### src/rtl/rtc_pkg.sv
package rtc_pkg;
  typedef enum logic {
    RATE_SLOW = 1'b0,
    RATE_FAST = 1'b1
  } rate_e;
endpackage

### src/rtl/rtc_divider.sv
module rtc_divider #(
  parameter int CNT_W = 16
) (
  input  logic             clk_i,
  input  logic             rst_ni,
  input  logic             en_i,
  output logic [CNT_W-1:0] wrap_o
);
  logic [CNT_W-1:0] cnt_q;

  always_ff @(posedge clk_i or negedge rst_ni) begin
    if (!rst_ni)    cnt_q <= '0;
    else if (!en_i) cnt_q <= '0;
    else            cnt_q <= cnt_q + 1'b1;
  end

  // wrap_o[k]: stage k about to roll over on the next enabled edge
  for (genvar k = 0; k < CNT_W; k++) begin : g_wrap
    assign wrap_o[k] = &cnt_q[k:0];
  end
endmodule

### src/rtl/rtc_tick_sel.sv
module rtc_tick_sel
  import rtc_pkg::*;
#(
  parameter int CNT_W = 16
) (
  input  logic             clk_i,
  input  logic             rst_ni,
  input  logic             en_i,
  input  rate_e            rate_i,
  input  logic [CNT_W-1:0] wrap_i,
  output logic             hit_o,
  output logic             tick_o
);
  localparam int SlowStage = CNT_W - 1;
  localparam int FastStage = CNT_W - 2;

  logic tick_q;

  always_comb begin
    unique case (rate_i)
      RATE_FAST: hit_o = en_i & wrap_i[FastStage];
      default:   hit_o = en_i & wrap_i[SlowStage];
    endcase
  end

  always_ff @(posedge clk_i or negedge rst_ni) begin
    if (!rst_ni) tick_q <= 1'b0;
    else         tick_q <= hit_o;
  end

  assign tick_o = tick_q;
endmodule

### src/rtl/rtc_pend.sv
module rtc_pend (
  input  logic clk_i,
  input  logic rst_ni,
  input  logic set_i,
  input  logic clr_i,
  input  logic mask_i,
  output logic pend_o,
  output logic irq_o
);
  logic pend_q;

  // set has priority so a tick coincident with a clear is not lost
  always_ff @(posedge clk_i or negedge rst_ni) begin
    if (!rst_ni)    pend_q <= 1'b0;
    else if (set_i) pend_q <= 1'b1;
    else if (clr_i) pend_q <= 1'b0;
  end

  assign pend_o = pend_q;
  assign irq_o  = pend_q & ~mask_i;
endmodule

### src/rtl/rtc_tick_gen.sv
module rtc_tick_gen
  import rtc_pkg::*;
#(
  parameter int CNT_W = 16
) (
  input  logic clk_i,
  input  logic rst_ni,
  input  logic en_i,
  input  logic rate_sel_i,
  input  logic mask_i,
  input  logic clr_i,
  output logic tick_o,
  output logic pend_o,
  output logic irq_o
);
  logic [CNT_W-1:0] wrap;
  logic             hit;
  rate_e            rate;

  assign rate = rate_e'(rate_sel_i);

  rtc_divider #(.CNT_W(CNT_W)) i_div (
    .clk_i  (clk_i),
    .rst_ni (rst_ni),
    .en_i   (en_i),
    .wrap_o (wrap)
  );

  rtc_tick_sel #(.CNT_W(CNT_W)) i_sel (
    .clk_i  (clk_i),
    .rst_ni (rst_ni),
    .en_i   (en_i),
    .rate_i (rate),
    .wrap_i (wrap),
    .hit_o  (hit),
    .tick_o (tick_o)
  );

  rtc_pend i_pend (
    .clk_i  (clk_i),
    .rst_ni (rst_ni),
    .set_i  (hit),
    .clr_i  (clr_i),
    .mask_i (mask_i),
    .pend_o (pend_o),
    .irq_o  (irq_o)
  );
endmodule

### config.mk
export PLATFORM = sky130hd
export DESIGN_NAME = rtc_tick_gen
export DESIGN_NICKNAME = d
export VERILOG_FILES = /design/src/rtl/rtc_pkg.sv /design/src/rtl/rtc_divider.sv /design/src/rtl/rtc_tick_sel.sv /design/src/rtl/rtc_pend.sv /design/src/rtl/rtc_tick_gen.sv
export SDC_FILE = /design/constraint.sdc
export NUM_CORES = 1
export LEC_CHECK = 0
export CORE_ASPECT_RATIO = 0.9
export CORE_MARGIN = 4
export CORE_UTILIZATION = 45
export CTS_CLUSTER_SIZE = 12
export DETAILED_ROUTE_END_ITERATION = 10
export GPL_TIMING_DRIVEN = 1
export HOLD_SLACK_MARGIN = 0.05
export PLACE_DENSITY = 0.68
export SLEW_MARGIN = 25
export SYNTH_ARGS = -nofsm -noshare
export SYNTH_HDL_FRONTEND = slang
export SYNTH_SLANG_ARGS = --single-unit
### constraint.sdc
create_clock -name clk_i -period 2.05 [get_ports clk_i]
set_clock_uncertainty 0.1 [all_clocks]
set_input_delay 0.205 -clock clk_i [delete_from_list [all_inputs] [get_ports clk_i]]
set_output_delay 0.205 -clock clk_i [all_outputs]
set_load 0.005 [all_outputs]
==> results.cfg <==
[global_route]
grt_max_degree = 19
grt_pass1_wl_mm = 2.649
grt_pass1_vias = 597
grt_util_all_layers_pct = 12.36
grt_overflow_total = 0
antenna_found_initial = 0

[die]
coreArea_um2 = 1914
die_w_um = 55.39
die_y_um = 50.65
die_area_um2 = 2806
pin_count = 9
rows = 15
initial_core_util_pct = 47.52

[place]
io_buffer_count = 8
place_congestion = 0.7875
pre_cts_ws_ns = 0.4178
dp_hpwl_mm = 1.084

[pwr]
p_leak_nw = 0.4855
p_sw_uw = 124.6
clkPwrFrac_pct = 34.3
p_comb_share_pct = 5.6
pwr-share-seq_pct = 60.1
pwr_density_cell_nw_per_um2 = 570.3
swShare_pct = 20.45
p_int_uw = 484.8
ir_drop_uv = 539.9

[worst_setup_path]
reg2reg_from = i_div.cnt_q[0]
r2r_cells = 4
worstPathMaxFanout = 7
cp.required_ns = 2.17
r2r-end = i_div.cnt_q[8]
cp-start-kind = flop
reg2reg_setup_slack_ns = 0.40
arrival_ns = 1.77
path_class = flop to flop
cp-end-kind = flop

[cts]
post-cts-setup-buffer-count = 0
cts_buffer_depth = 2
root_buffer = clkbuf_4
cts-resized-gates = 0
cts_buffers = 3
h-tree-depth = 1
cts_hold_buffers = 0
cts_tree = done
clk_pin_slew_ns = 0.09
clk_latency_ns = 0.29
cts.sinks = 18

[run_status]
status = finished clean

[synthesis]
synth_nets = 92
synth_top_area_share_pct = 49.52
yosys_warnings = 0
yosysSeqAreaShare_pct = 49.52
yosys-top-cells-count = 18 x dfrtp_1, 12 x and2_1, 7 x xor2_1, 6 x nor3_1
synth_ff_type = dfrtp_1
synth_edf_count = 0
ys_ff_latch = 18
async_flop_share_pct = 100.0
yosys.cell_count.top_type = dfrtp_1
synth_cell_types = 25
netlist_area_um2 = 909.6
yosysTopAreaCell = dfrtp_1
yosys-top-cells-area = dfrtp_1 50%, and2_1 8.3%, xor2_1 6.7%
syn_inst = 85
synth.avg_cell_area_um2 = 10.70

[sta]
tightest_slew_ns = 0.2819
setup_ws_ns = 0.4042
fmaxAchievable_mhz = 607.6
rsz0062_at_grt = no
maxSlewViolCount = 0
setup_tns_ns = 0
finalSetupViolations = 0
holdWs_ns = 0.1371
post-route-period-util_pct = 80.28
max_slew_margin_pct = 81.05
finalHoldViolCount = 0
final.min_clock_period_ns = 1.646

[final_layout]
drive_gt1_share_pct = 13.27
layout.nets = 106
antenna_cells = 0
area_growth_pct = 17.47

[drt]
finalWirelength_mm = 1.429
drc = 0
dr.pass1.iters = 4
ant_nets = 0
via_count = 605
wl_met1_um = 686
route.met3.wl_um = 97
via_per_inst = 4.919
drt_iter0_drc = 2
maxUsedRoutingLayer = met4
wl_met2_um = 633
wl_per_cell_um = 11.62

[flow_run]
drv_cap = 0

[hold_path]
hold_path.class = input pin to asynchronous set/reset pin
==> per-stage QoR <==
stage | cell area [um2] | std cells | power (mW) | utilization [%]
after floorplan | 909.6 | 85 | 0.3838 | -
after global placement | 1032 | 119 | 0.4079 | 53.92
after detailed placement | 1032 | 119 | 0.4083 | 53.92
after CTS | 1069 | 123 | 0.6237 | 55.82
after global routing | 1069 | 123 | 0.6469 | 55.82
final | 1069 | 123 | 0.6094 | 55.82
==> metal layers <==
| metal | GRT usage (%) | vias up |
|---|---|---|
| met4 | 3.644 | 0 |
| li1 | - | 317 |
| met2 | 18.90 | 11 |
| met1 | 15.02 | 274 |
| met3 | 6.684 | 3 |
| met5 | 0 | - |
==> sequential cells by signal (all words and copies together), names as in the netlist <==
signal,cells
i_sel.tick_o,1
i_pend.pend_o,1
i_div.cnt_q,16
==> worst max-delay path, cell delays in order (launching register included) <==
cell and delay [ns]:
dfrtp_1 0.42, ha_1 0.27, nand4_4 0.17, or3_2 0.48
a21boi_1 0.14
==> worst max path at each step <==
stage | startpoint | end | slack (ns) | cells past startpoint
global placement | i_div.cnt_q[0] | i_div.cnt_q[8] | 0.48 | 4
CTS | i_div.cnt_q[0] | i_div.cnt_q[8] | 0.39 | 4
finish | i_div.cnt_q[0] | i_div.cnt_q[8] | 0.40 | 4
floorplan | i_div.cnt_q[0] | i_div.cnt_q[8] | 0.51 | 4
global route | i_div.cnt_q[0] | i_div.cnt_q[8] | 0.28 | 4
detailed placement | i_div.cnt_q[0] | i_div.cnt_q[14] | 0.42 | 5
==> cell families after synthesis <==
logic type	count (synthesis)	share of synthesized area (%)
and+or+nand+nor	42	30.81
DFF	18	49.52
xor gates and xnor gates	11	10.59
AOI/OAI and AO/OA	6	4.127
buffers and inverters	6	2.476
muxes	1	1.100
adders and majority gates	1	1.375
==> cell type report <==
class,instances,area [um2]
Inverter,5,18.77
Tap cell,25,31.28
Multi-Input combinational cell,61,436.7
Clock buffer,4,36.28
Sequential cell,18,450.4
Timing Repair Buffer,10,95.09
Fill cell,185,845.8
==> cell usage in the layout (no fill, tap or decap) <==
master	Yosys	final
nor4_2	3	3
dfrtp_1	18	18
clkbuf_8	0	1
or3_1	1	1
clkbuf_4	0	3
o21ai_0	3	3
nand3_2	1	1
nand2_1	4	4
nand3_1	5	5
a21o_1	1	1
xor2_1	7	7
a21boi_1	1	1
nand4_1	3	3
inv_1	5	5
clkdlybuf4s50_1	0	8
nor3_1	6	6
a21boi_0	1	1
and2_1	12	12
ha_1	1	1
or3_2	1	1
or3_4	1	1
xnor2_1	4	4
mux2i_1	1	1
nand2b_1	1	1
buf_4	0	2
nor2b_1	2	2
nand4_4	1	1
nor2_1	1	1
==> power by group through the flow <==
stage	Sequential [mW]	Combinational, mW	Clock [mW]
2_1_floorplan	0.372	0.0117	0
3_3_place_gp	0.373	0.0352	0
3_5_place_dp	0.373	0.0351	0
4_1_cts	0.366	0.0355	0.222
5_1_grt	0.367	0.0395	0.240
6_report	0.366	0.0340	0.209
(Power assumes the default switching activity.)
